File: src/rtl/ltmr_pkg.sv
package ltmr_pkg;
   typedef enum logic [1:0] {
      SEL_NONE  = 2'd0,
      SEL_CTRL  = 2'd1,
      SEL_ACK   = 2'd2,
      SEL_ROUTE = 2'd3
   } reg_sel_e;

   typedef struct packed {
      logic reload;
      logic int_en;
      logic run_en;
   } ctrl_bits_t;
endpackage

File: src/rtl/ltmr_regs.sv
module ltmr_regs
   import ltmr_pkg::*;
#(
   parameter int ADDR_W  = 8,
   parameter int DATA_W  = 32,
   parameter int CNT_W   = 28,
   parameter int RT_W    = 3,
   parameter logic [ADDR_W-1:0] A_CTRL  = 8'h34,
   parameter logic [ADDR_W-1:0] A_ACK   = 8'h38,
   parameter logic [ADDR_W-1:0] A_ROUTE = 8'h24
) (
   input  logic              clk,
   input  logic              rst_n,
   input  logic              bus_wr,
   input  logic [ADDR_W-1:0] bus_addr,
   input  logic [DATA_W-1:0] bus_wdata,
   output logic [DATA_W-1:0] bus_rdata,
   input  logic              expire,
   output logic              run_en,
   output logic              int_en,
   output logic [CNT_W-1:0]  interval,
   output logic [RT_W-1:0]   route,
   output logic              flag,
   output logic              load,
   output logic [CNT_W-1:0]  load_val,
   output logic              cfg_wr
);
   localparam int EN_B  = CNT_W;
   localparam int IE_B  = CNT_W + 1;
   localparam int RL_B  = CNT_W + 2;
   localparam int FL_B  = CNT_W + 3;

   if (DATA_W < CNT_W + 4) begin : g_bad_width
      $error("ltmr_regs: DATA_W too small for control fields");
   end
   if (RT_W > DATA_W) begin : g_bad_route
      $error("ltmr_regs: RT_W exceeds DATA_W");
   end

   reg_sel_e   sel;
   ctrl_bits_t ctrl_q;
   logic       wr_ctrl, wr_ack, wr_route;
   logic       new_nonzero, cur_nonzero;

   always_comb begin
      if (bus_addr == A_CTRL)       sel = SEL_CTRL;
      else if (bus_addr == A_ACK)   sel = SEL_ACK;
      else if (bus_addr == A_ROUTE) sel = SEL_ROUTE;
      else                          sel = SEL_NONE;
   end

   assign wr_ctrl  = bus_wr && (sel == SEL_CTRL);
   assign wr_ack   = bus_wr && (sel == SEL_ACK);
   assign wr_route = bus_wr && (sel == SEL_ROUTE);
   assign cfg_wr   = wr_ctrl;

   assign new_nonzero = |bus_wdata[CNT_W-1:0];
   assign cur_nonzero = |interval;

   always_ff @(posedge clk) begin
      if (!rst_n) begin
         ctrl_q   <= '0;
         interval <= '0;
         route    <= '0;
         flag     <= 1'b0;
      end else begin
         if (wr_ctrl) begin
            ctrl_q.reload <= bus_wdata[RL_B];
            ctrl_q.int_en <= bus_wdata[IE_B];
            ctrl_q.run_en <= bus_wdata[EN_B];
            interval      <= bus_wdata[CNT_W-1:0];
         end
         if (wr_route) begin
            route <= bus_wdata[RT_W-1:0];
         end
         if (expire) begin
            flag <= 1'b1;
         end else if (wr_ack && bus_wdata[FL_B]) begin
            flag <= 1'b0;
         end
      end
   end

   assign run_en = ctrl_q.run_en;
   assign int_en = ctrl_q.int_en;

   always_comb begin
      load     = 1'b0;
      load_val = interval;
      if (wr_ctrl) begin
         load     = bus_wdata[EN_B] && new_nonzero;
         load_val = bus_wdata[CNT_W-1:0];
      end else if (wr_ack && bus_wdata[RL_B]) begin
         load     = ctrl_q.run_en && cur_nonzero;
      end
   end

   always_comb begin
      bus_rdata = '0;
      unique case (sel)
         SEL_CTRL: begin
            bus_rdata[CNT_W-1:0] = interval;
            bus_rdata[EN_B]      = ctrl_q.run_en;
            bus_rdata[IE_B]      = ctrl_q.int_en;
            bus_rdata[RL_B]      = ctrl_q.reload;
            bus_rdata[FL_B]      = flag;
         end
         SEL_ROUTE: bus_rdata[RT_W-1:0] = route;
         default:   bus_rdata = '0;
      endcase
   end

   AST_FLAG_STICKY: assert property (@(posedge clk) disable iff (!rst_n)
      expire |=> flag);
   AST_ACK_CLEAR: assert property (@(posedge clk) disable iff (!rst_n)
      (wr_ack && bus_wdata[FL_B] && !expire) |=> !flag);
   AST_FLAG_RO: assert property (@(posedge clk) disable iff (!rst_n)
      (wr_ctrl && !expire && !wr_ack) |=> (flag == $past(flag)));
endmodule

File: src/rtl/ltmr_counter.sv
module ltmr_counter #(
   parameter int CNT_W = 28
) (
   input  logic             clk,
   input  logic             rst_n,
   input  logic             tick,
   input  logic             run,
   input  logic             hold,
   input  logic             load,
   input  logic [CNT_W-1:0] load_val,
   input  logic [CNT_W-1:0] interval,
   output logic             expire
);
   localparam logic [CNT_W-1:0] ONE = CNT_W'(1);

   if (CNT_W < 2) begin : g_bad_cnt
      $error("ltmr_counter: CNT_W must be at least 2");
   end

   logic [CNT_W-1:0] cnt;
   logic             last;

   assign last   = (cnt == ONE);
   assign expire = tick && run && !hold && last;

   always_ff @(posedge clk) begin
      if (!rst_n) begin
         cnt <= '0;
      end else if (load) begin
         cnt <= load_val;
      end else if (tick && run && !hold) begin
         cnt <= last ? interval : cnt - ONE;
      end
   end

   AST_CNT_RANGE: assert property (@(posedge clk) disable iff (!rst_n)
      run |-> (cnt != '0 && cnt <= interval));
   AST_AUTO_RELOAD: assert property (@(posedge clk) disable iff (!rst_n)
      expire |=> (cnt == $past(interval)));
   AST_STOP_HOLD: assert property (@(posedge clk) disable iff (!rst_n)
      (!run && !load) |=> $stable(cnt));
endmodule

File: src/rtl/ltmr_route.sv
module ltmr_route #(
   parameter int N_CORES = 4,
   parameter int RT_W    = 3,
   parameter bit OUT_REG = 1'b0
) (
   input  logic               clk,
   input  logic               rst_n,
   input  logic               flag,
   input  logic               int_en,
   input  logic [RT_W-1:0]    route,
   output logic [N_CORES-1:0] irq_req,
   output logic [N_CORES-1:0] fiq_req
);
   localparam int CORE_W = $clog2(N_CORES);

   if (N_CORES < 2 || (1 << CORE_W) != N_CORES) begin : g_bad_cores
      $error("ltmr_route: N_CORES must be a power of two, at least 2");
   end
   if (RT_W != CORE_W + 1) begin : g_bad_rt
      $error("ltmr_route: RT_W must be CORE_W + 1");
   end

   logic               pend;
   logic               to_fiq;
   logic [N_CORES-1:0] irq_n, fiq_n;

   assign pend   = flag && int_en;
   assign to_fiq = route[CORE_W];

   for (genvar c = 0; c < N_CORES; c++) begin : g_core
      logic hit;
      assign hit      = (route[CORE_W-1:0] == CORE_W'(c));
      assign irq_n[c] = pend && hit && !to_fiq;
      assign fiq_n[c] = pend && hit && to_fiq;
   end

   if (OUT_REG) begin : g_reg_out
      always_ff @(posedge clk) begin
         if (!rst_n) begin
            irq_req <= '0;
            fiq_req <= '0;
         end else begin
            irq_req <= irq_n;
            fiq_req <= fiq_n;
         end
      end
   end else begin : g_comb_out
      assign irq_req = irq_n;
      assign fiq_req = fiq_n;
      AST_REQ_NEEDS_BOTH: assert property (@(posedge clk) disable iff (!rst_n)
         (|{irq_req, fiq_req}) |-> (flag && int_en));
   end

   AST_ONE_TARGET: assert property (@(posedge clk) disable iff (!rst_n)
      $onehot0({irq_req, fiq_req}));
endmodule

File: src/rtl/lcl_interval_timer.sv
module lcl_interval_timer #(
   parameter int ADDR_W  = 8,
   parameter int DATA_W  = 32,
   parameter int CNT_W   = 28,
   parameter int N_CORES = 4,
   parameter bit OUT_REG = 1'b0
) (
   input  logic               clk,
   input  logic               rst_n,
   input  logic               tick,
   input  logic               bus_wr,
   input  logic [ADDR_W-1:0]  bus_addr,
   input  logic [DATA_W-1:0]  bus_wdata,
   output logic [DATA_W-1:0]  bus_rdata,
   output logic [N_CORES-1:0] irq_req,
   output logic [N_CORES-1:0] fiq_req
);
   localparam int RT_W = $clog2(N_CORES) + 1;

   logic             run_en, int_en, flag, load, cfg_wr, expire, run;
   logic [CNT_W-1:0] interval, load_val;
   logic [RT_W-1:0]  route;

   ltmr_regs #(
      .ADDR_W (ADDR_W),
      .DATA_W (DATA_W),
      .CNT_W  (CNT_W),
      .RT_W   (RT_W)
   ) u_regs (
      .clk       (clk),
      .rst_n     (rst_n),
      .bus_wr    (bus_wr),
      .bus_addr  (bus_addr),
      .bus_wdata (bus_wdata),
      .bus_rdata (bus_rdata),
      .expire    (expire),
      .run_en    (run_en),
      .int_en    (int_en),
      .interval  (interval),
      .route     (route),
      .flag      (flag),
      .load      (load),
      .load_val  (load_val),
      .cfg_wr    (cfg_wr)
   );

   assign run = run_en && (interval != '0);

   ltmr_counter #(.CNT_W(CNT_W)) u_cnt (
      .clk      (clk),
      .rst_n    (rst_n),
      .tick     (tick),
      .run      (run),
      .hold     (cfg_wr),
      .load     (load),
      .load_val (load_val),
      .interval (interval),
      .expire   (expire)
   );

   ltmr_route #(
      .N_CORES (N_CORES),
      .RT_W    (RT_W),
      .OUT_REG (OUT_REG)
   ) u_route (
      .clk     (clk),
      .rst_n   (rst_n),
      .flag    (flag),
      .int_en  (int_en),
      .route   (route),
      .irq_req (irq_req),
      .fiq_req (fiq_req)
   );
endmodule

File: config.mk
export PLATFORM = sky130hd
export DESIGN_NAME = lcl_interval_timer
export DESIGN_NICKNAME = d
export VERILOG_FILES = /design/src/rtl/ltmr_pkg.sv /design/src/rtl/ltmr_regs.sv /design/src/rtl/ltmr_counter.sv /design/src/rtl/ltmr_route.sv /design/src/rtl/lcl_interval_timer.sv
export SDC_FILE = /design/constraint.sdc
export NUM_CORES = 1
export LEC_CHECK = 0
export ABC_AREA = 1
export ABC_CLOCK_PERIOD_IN_PS = 4000
export BUFFER_PORTS_ARGS = -buffer_cell sky130_fd_sc_hd__buf_2
export CAP_MARGIN = 20
export CORE_UTILIZATION = 51
export CTS_CLUSTER_SIZE = 10
export DETAILED_ROUTE_END_ITERATION = 12
export GPL_ROUTABILITY_DRIVEN = 0
export PLACE_DENSITY = 0.75
export SYNTH_ARGS = -nofsm -noshare
export SYNTH_HDL_FRONTEND = slang
export SYNTH_SLANG_ARGS = --single-unit
export TNS_END_PERCENT = 5
File: constraint.sdc
create_clock -name clk -period 4 [get_ports clk]
set_clock_uncertainty 0.15 [all_clocks]
set_input_delay 0.6 -clock clk [delete_from_list [all_inputs] [get_ports clk]]
set_output_delay 0.6 -clock clk [all_outputs]
set_load 0.03 [all_outputs]
==> impl_metrics.tcl, run 1 <==
set metrics [dict create \
    status "finished clean" \
    placed_cell_area_um2 5000 \
    cts_setup_buffers 0 \
    die_width_um 97.3 \
    ys_async_sr_fraction_pct 0 \
    clock-sinks 63 \
    avgRoutedWirePerCell_um 14.2 \
    fin_setup_tns_ns 0 \
    fp.dieArea_um2 9460 \
    layout-drive-gt1-share_pct 17.0 \
    drt_wl_total_um 13500 \
    period_share_pct 66.0 \
    initial_core_util_pct 52.8 \
    layout_commonest_cell "nand2_1" \
    yosys_warnings 0 \
    critPathMaxFanout 20 \
    core_area_um2 8760 \
    ys_seq_area_share_pct 27.3 \
    power.density_nw_per_um2 230 \
    max-vdd-ir-drop_mv 0.124 \
    grt_max_degree 37 \
    synth_seq_cells 63 \
    layout_common_cells "178 x nand2_1, 172 x nor2_1, 110 x inv_1, 83 x buf_2, 63 x dfxtp_1" \
    min_path_type "reg -> reg" \
    cts-root-buf "clkbuf_8" \
    avgSynthCellArea_um2 6.02 \
    synth-edff-count 0 \
    ctsHoldBuffers 0 \
    initialDrtViolationCount 544 \
    ys.flop_type "dfxtp_1" \
    setup_viol 0 \
    synthCells 769 \
    cp.arrival_ns 1.89 \
    drc_errors 0 \
    cpLargestDelayFamily "buffers and inverters" \
    syn_area_um2 4630 \
    p_leak_nw 2.62 \
    fin_area_um2 5160 \
    maxSlewViolCount 0 \
    critPathKind "in -> out" \
    num_vias 5062 \
    cts_buffer_depth 2 \
    grt_pass1_vias 4571 \
    numPortBuffers 83 \
    crit_buf_inv 4 \
    path_clk_slew_ns 0.07 \
    synth.net_count 815 \
    max-cap-violations 0 \
    cts_resized 0 \
    dp_hpwl_um 10200 \
    htree_num_levels 3 \
    tightestPinTransition_ns 0.537 \
    cts_tree "yes" \
    fin_util_pct 58.9 \
    start_kind "input pin" \
    ys_types 39 \
    numCtsBuffers 9 \
    period_minus_slack_ns 2.64 \
    worstPathCellList "buf_2 -> inv_1 -> nand2_1 -> nor2_4 -> nand2_1 -> buf_4 -> nor2_1 -> buf_2" \
    end_kind "primary output" \
    nNetsFinal 887 \
    antenna_found_initial 0 \
    gr-total-overflow 0 \
    area_growth_pct 11.5 \
    worstPathRequired_ns 3.25 \
    grtUsageTotal_pct 28.8 \
    ant_nets 0 \
    worst_path_largest_cell_delay_ns 0.30 \
    ios 84 \
    hold_viol 0 \
    fp.dieH_um 97.3 \
    row_count 34 \
    clock.fmax_ghz 0.379 \
    clk_latency_ns 0.35 \
    diodes 0 \
    holdWs_ns 0.309 \
    grt_setup_unrepaired "false" \
    vias_per_cell 5.31 \
    grt_pass1_wl_um 22000 \
    crit_slowest_cell "buf_4" \
    drt-pass1-iter-count 6 \
    slew_headroom_pct 64.2 \
]
synthesized netlist by cell type (2+ instances only):
library cell  number  share of area [%]
xor2_1            10                1.9
buf_2              2               0.22
o21ai_0           30                3.2
nor2_1           172                 14
nor3_1             3               0.32
dfxtp_1           63                 27
or2_0              4               0.54
or2_2              8                1.1
nand3_1           49                5.3
inv_1            110                8.9
nor2_4             7                1.7
buf_6              9                2.2
ha_1               2               0.54
nand2_2            9                1.2
inv_2              4               0.32
o21a_1            19                3.1
buf_4              5               0.81
nand3_4            3                1.1
and3_1             2               0.27
nand2_1          178                 14
a211oi_1           4               0.65
o211ai_1           2               0.32
nand3_2            3               0.65
nand4_1           13                1.8
a21oi_1           15                1.6
nor4_1             6               0.81
o21ai_1           13                1.4
xnor2_1            3               0.57
nor2_2             5               0.68
clkbuf_1           7               0.57
layout make-up:
| class | count | area, um2 |
|---|---|---|
| flip-flops and latches | 63 | 1260 |
| repair buffers | 85 | 430 |
| multi-input cells | 568 | 2740 |
| well taps | 108 | 135 |
| fillers | 887 | 3600 |
| clock buffers | 11 | 141 |
| clock inverters | 4 | 22.5 |
| inverters | 114 | 428 |
path summary, 6_finish.rpt:
| kind | start | endpoint | slack, ns | cells past startpoint |
|---|---|---|---|---|
| setup reg to reg | u_cnt.cnt[1] | u_cnt.cnt[21] | 1.60 | 13 |
| hold / removal | u_regs.ctrl_q[2] | u_regs.ctrl_q[2] | 0.31 | 2 |
| setup / recovery | bus_addr[3] | bus_rdata[30] | 1.36 | 8 |
| hold reg to reg | u_regs.ctrl_q[2] | u_regs.ctrl_q[2] | 0.31 | 2 |
cell families after synthesis:
logic type,count (synthesis),share of synthesized area [%]
flip-flops,63,27.3
AO/OA/AOI/OAI,86,10.9
adder cells (fa/ha/maj),2,0.541
XOR/XNOR,13,2.46
AND/OR/NAND/NOR,467,45.4
buffers and inverters,138,13.5
flip-flops by register name, indices dropped and copies added (netlist names):
| name | flops |
|---|---|
| u_cnt.cnt | 28 |
| u_regs.int_en | 1 |
| u_regs.run_en | 1 |
| u_regs.flag | 1 |
| u_regs.ctrl_q | 1 |
| u_regs.interval | 28 |
| u_regs.route | 3 |
per-stage QoR:
| stage | std cells | power (mW) | worst slack [ns] |
|---|---|---|---|
| finish | 953 | 1.19 | 1.36 |
| global placement | 938 | 0.705 | 1.40 |
| detailed placement | 938 | 0.706 | 1.32 |
| global route | 953 | 1.22 | 1.22 |
| CTS | 953 | 1.19 | 1.36 |
| floorplan | 769 | 0.673 | 1.49 |
tightest hold or removal path, stage by stage, from the launching register on:
cell     delay, ns
dfxtp_1       0.30
inv_1         0.06
a21oi_1       0.05
power breakdown:
group / switching, mW / total [mW] / internal [mW]
Clock: 0.258 / 0.493 / 0.235
Combinational: 0.0390 / 0.0636 / 0.0246
Sequential: 0.000798 / 0.629 / 0.628
per-layer routing:
| metal | global-route usage, % | wire, um | part of all wire, % | vias to the layer above |
|---|---|---|---|---|
| li1 | - | - | - | 2529 |
| met1 | 41.5 | 6280 | 46 | 2265 |
| met2 | 43.0 | 5800 | 43 | 235 |
| met3 | 3.60 | 1090 | 8.0 | 33 |
| met4 | 13.0 | 370 | 2.7 | 0 |
| met5 | 0 | 0 | 0 | - |
Note: power is estimated with default switching activity, not from simulation.
==> run 2: changes to the inputs <==
Settings changed: ABC_CLOCK_PERIOD_IN_PS 4000 to 2350, PLACE_DENSITY 0.75 to 0.78.
Clock period 4 ns to 2.35 ns, I/O delays scaled along.
==> impl_metrics.tcl, run 2 (synthesized netlist as in run 1, its figures left out) <==
set metrics [dict create \
    max-cap-violations 0 \
    grtUsageTotal_pct 29.3 \
    ios 84 \
    rrSetupSlack_ns 0.10 \
    clock.fmax_ghz 0.445 \
    grt_pass1_vias 4770 \
    layout_commonest_cell "nand2_1" \
    reg.largest.list "u_cnt.cnt x28, u_regs.interval x28, u_regs.route x3" \
    setup_viol 0 \
    fp.dieH_um 97.3 \
    drc_errors 0 \
    min_path_cells 3 \
    end_kind "register" \
    core_area_um2 8760 \
    ctsHoldBuffers 0 \
    ant_nets 0 \
    reg2reg_from "u_regs.interval[18]" \
    row_count 34 \
    diodes 0 \
    initial_core_util_pct 52.8 \
    critPathMaxFanout 24 \
    min_path_type "in -> reg" \
    numPortBuffers 83 \
    layout-drive-gt1-share_pct 18.3 \
    maxSlewViolCount 0 \
    tightestPinTransition_ns 0.692 \
    antenna_found_initial 0 \
    fin_setup_tns_ns 0 \
    holdPathEnd "u_regs.int_en" \
    layout_common_cells "178 x nand2_1, 171 x nor2_1, 110 x inv_1, 83 x buf_2, 63 x dfxtp_1" \
    grt_pass1_wl_um 22700 \
    die_width_um 97.3 \
    holdWs_ns 0.159 \
    numCtsBuffers 9 \
    area_growth_pct 14.8 \
    grt_setup_unrepaired "true" \
    clk_latency_ns 0.34 \
    start_kind "register" \
    hold_viol 0 \
    worstPathRequired_ns 2.44 \
    cts_setup_buffers 0 \
    cp.arrival_ns 2.34 \
    r2r-end "u_cnt.cnt[25]" \
    min_from "bus_wdata[29]" \
    gr-total-overflow 0 \
    fp.dieArea_um2 9460 \
    htree_num_levels 3 \
    vias_per_cell 5.41 \
    slew_headroom_pct 53.8 \
    num_vias 5216 \
    critPathKind "reg -> reg" \
    reg2reg_depth 10 \
    p_leak_nw 2.71 \
    max-vdd-ir-drop_mv 0.258 \
    power.density_nw_per_um2 431 \
    grt_max_degree 25 \
    nNetsFinal 898 \
    cts_buffer_depth 2 \
    dp_hpwl_um 10400 \
    drt-pass1-iter-count 5 \
    status "finished clean" \
    drt_wl_total_um 13800 \
    period_share_pct 95.7 \
    period_minus_slack_ns 2.25 \
    path_clk_slew_ns 0.07 \
    cts_resized 0 \
    initialDrtViolationCount 474 \
    cts-root-buf "clkbuf_8" \
    cts_tree "yes" \
    clock-sinks 63 \
    avgRoutedWirePerCell_um 14.3 \
]
==> run 2: changes by cell type in the layout (fill, tap and decap cells not counted) <==
cell / before / now
clkbuf_1: 1 / 0
clkinvlp_4: 1 / 0
clkinv_2: 3 / 1
nor2_1: 172 / 171
buf_4: 2 / 13
nor2_2: 5 / 6
clkbuf_8: 10 / 12
bufinv_16: 0 / 2
==> run 2: cell type report <==
cell class / count / area, um2
inverter: 114 / 428
timing repair buffer: 96 / 513
clock buffer: 12 / 165
fill: 839 / 3450
sequential: 63 / 1260
tap: 108 / 135
multi-input combinational: 568 / 2750
clock inverter: 3 / 65.1
==> run 2: critical path: stages, from the launching register on <==
cell	delay, ns
dfxtp_1	0.37
nor2_1	0.12
nand3_1	0.09
nor2_1	0.24
nand3_2	0.17
nand3_4	0.17
nand2_8	0.16
nor2_4	0.35
o21ai_1	0.15
nor2_1	0.11
nor2_1	0.05
==> run 2: routing by layer <==
metal / GRT usage, % / up-vias / wire, um
met5: 0 / - / 0
met4: 11.7 / 0 / 300
met3: 5.04 / 23 / 1240
met2: 45.6 / 282 / 6200
met1: 40.4 / 2360 / 6010
li1: - / 2551 / -
==> run 2: where the power goes <==
part	internal [mW]	switching [mW]
combinational	0.0444	0.0675
sequential	1.07	0.00137
clock	0.677	0.430
==> run 2: how the worst max path moves through the flow <==
stage,startpoint,end,slack (ns),cells after the start
after global placement,bus_addr[6],u_cnt.cnt[14],0.18,13
after floorplan,bus_addr[3],bus_rdata[0],0.34,6
after detailed placement,bus_addr[6],u_cnt.cnt[3],0.15,13
after CTS,u_regs.interval[18],u_cnt.cnt[25],0.18,10
after global routing,u_regs.interval[18],u_cnt.cnt[25],-0.006,10
final,u_regs.interval[18],u_cnt.cnt[25],0.10,10
==> run 2: stage by stage <==
step	power, mW	setup WS, ns	utilization [%]	instance area [um2]	cells
final	2.29	0.102	60.6	5310	964
after floorplan	1.15	0.338	-	4630	769
after CTS	2.29	0.177	60.6	5310	964
after global routing	2.35	-0.00594	60.6	5310	964
after detailed placement	1.20	0.149	58.0	5080	949
after global placement	1.20	0.183	58.0	5080	949
==> run 3: changes to the inputs <==
Settings changed: CORE_ASPECT_RATIO set to 1.5, TNS_END_PERCENT 5 to 1.
==> impl_metrics.tcl, run 3 (synthesized netlist as in run 1, its figures left out) <==
set metrics [dict create \
    clk_latency_ns 0.33 \
    worstPathRequired_ns 2.47 \
    num_vias 5151 \
    critPathMaxFanout 22 \
    status "finished clean" \
    cts-root-buf "clkbuf_16" \
    fill_cells 820 \
    hold_viol 0 \
    dp_cells 949 \
    crit_end "u_cnt.cnt[12]" \
    p_total_mw 2.46 \
    dp_slack_ns 0.183 \
    max-cap-violations 0 \
    multi_input_area_um2 2740 \
    power.density_nw_per_um2 461 \
    path_clk_slew_ns 0.05 \
    grtUsageTotal_pct 30.2 \
    grt_pass1_wl_um 22400 \
    cts_buffer_depth 2 \
    holdWs_ns 0.158 \
    tightestPinTransition_ns 0.766 \
    stdcell_count 964 \
    slew_headroom_pct 48.9 \
    end_kind "register" \
    rrSetupSlack_ns 0.20 \
    numCtsBuffers 9 \
    area_growth_pct 15.5 \
    clock.fmax_ghz 0.465 \
    reg.largest.list "u_cnt.cnt x28, u_regs.interval x28, u_regs.route x3" \
    cp-startpoint "u_regs.interval[23]" \
    reg2reg_from "u_regs.interval[23]" \
    seqCellArea_um2 1260 \
    initialDrtViolationCount 415 \
    die_width_um 79.8 \
    layout_commonest_cell "nand2_1" \
    start_kind "register" \
    fp.dieH_um 119 \
    min_path_type "in -> reg" \
    p_leak_nw 2.72 \
    cts_setup_buffers 0 \
    layout-drive-gt1-share_pct 17.9 \
    period_share_pct 91.5 \
    fin_setup_tns_ns 0 \
    setup_viol 0 \
    fp.dieArea_um2 9470 \
    grt_max_degree 24 \
    critPathKind "reg -> reg" \
    htree_num_levels 3 \
    r2r-end "u_cnt.cnt[12]" \
    grt_setup_unrepaired "false" \
    placed_cell_area_um2 5070 \
    dp_hpwl_um 10500 \
    drt_wl_total_um 13500 \
    ios 84 \
    row_count 42 \
    maxSlewViolCount 0 \
    reg2reg_depth 11 \
    clock-sinks 63 \
    gr-total-overflow 0 \
    cts_tree "yes" \
    ant_nets 0 \
    drc_errors 0 \
    layout_common_cells "178 x nand2_1, 172 x nor2_1, 110 x inv_1, 83 x buf_2, 63 x dfxtp_1" \
    fin_ws_ns 0.201 \
    grt_pass1_vias 4847 \
    cp.arrival_ns 2.27 \
    numPortBuffers 83 \
    max-vdd-ir-drop_mv 0.447 \
    vias_per_cell 5.34 \
    period_minus_slack_ns 2.15 \
    ctsHoldBuffers 0 \
    avgRoutedWirePerCell_um 14.0 \
    fin_util_pct 60.6 \
    fin_area_um2 5350 \
    drt-pass1-iter-count 7 \
    cts_resized 0 \
    core_area_um2 8830 \
    nNetsFinal 896 \
    diodes 0 \
    initial_core_util_pct 52.4 \
    antenna_found_initial 0 \
]
## run 3: cell count changes in the layout (fill, tap and decap cells not counted), sizes merged
cell	delta
clkinv	+3
buf	-2
clkbuf	-2
bufinv	-1
## run 3: how the worst min path moves through the flow
stage                           from          endpoint  slack (ns)  cells after the start
floorplan           u_regs.ctrl_q[2]  u_regs.ctrl_q[2]        0.28                      2
global placement    u_regs.ctrl_q[2]  u_regs.ctrl_q[2]        0.29                      2
detailed placement  u_regs.ctrl_q[2]  u_regs.ctrl_q[2]        0.30                      2
CTS                    bus_wdata[29]     u_regs.int_en        0.16                      3
global route           bus_wdata[29]     u_regs.int_en        0.19                      3
finish                 bus_wdata[29]     u_regs.int_en        0.16                      3
## run 3: metal layers
metal  vias up  wire length, um  share of wire, %  GRT usage [%]
met5         -                0                 0              0
met4         0              473               3.5           14.5
met3        40              779               5.8           5.17
met2       218             6660                49           50.3
met1      2336             5580                41           36.8
li1       2557                -                 -              -
## run 3: report_power, final
part	internal [mW]	switching (mW)	leakage (nW)
Combinational	0.0443	0.0656	2.07
Clock	0.807	0.475	0.142
Sequential	1.07	0.00138	0.507
## run 3: area by class of cell
class                   count  share of cell area (%)
repair buffers             94                    9.31
inverters                 114                    8.00
flip-flops and latches     63                    23.6
well taps                 110                    2.57
clock inverters             5                   0.936
multi-input cells         568                    51.3
clock buffers              10                    4.28
## run 3: critical path, cell delays in order, from the launching register on
cell,delay (ns)
dfxtp_1,0.35
nor2_1,0.15
nand3_1,0.11
nor2_1,0.20
nand3_2,0.16
nand3_4,0.17
nand2_8,0.16
nor2_4,0.31
nand2_1,0.11
nand3_2,0.07
nand2_1,0.05
inv_1,0.08
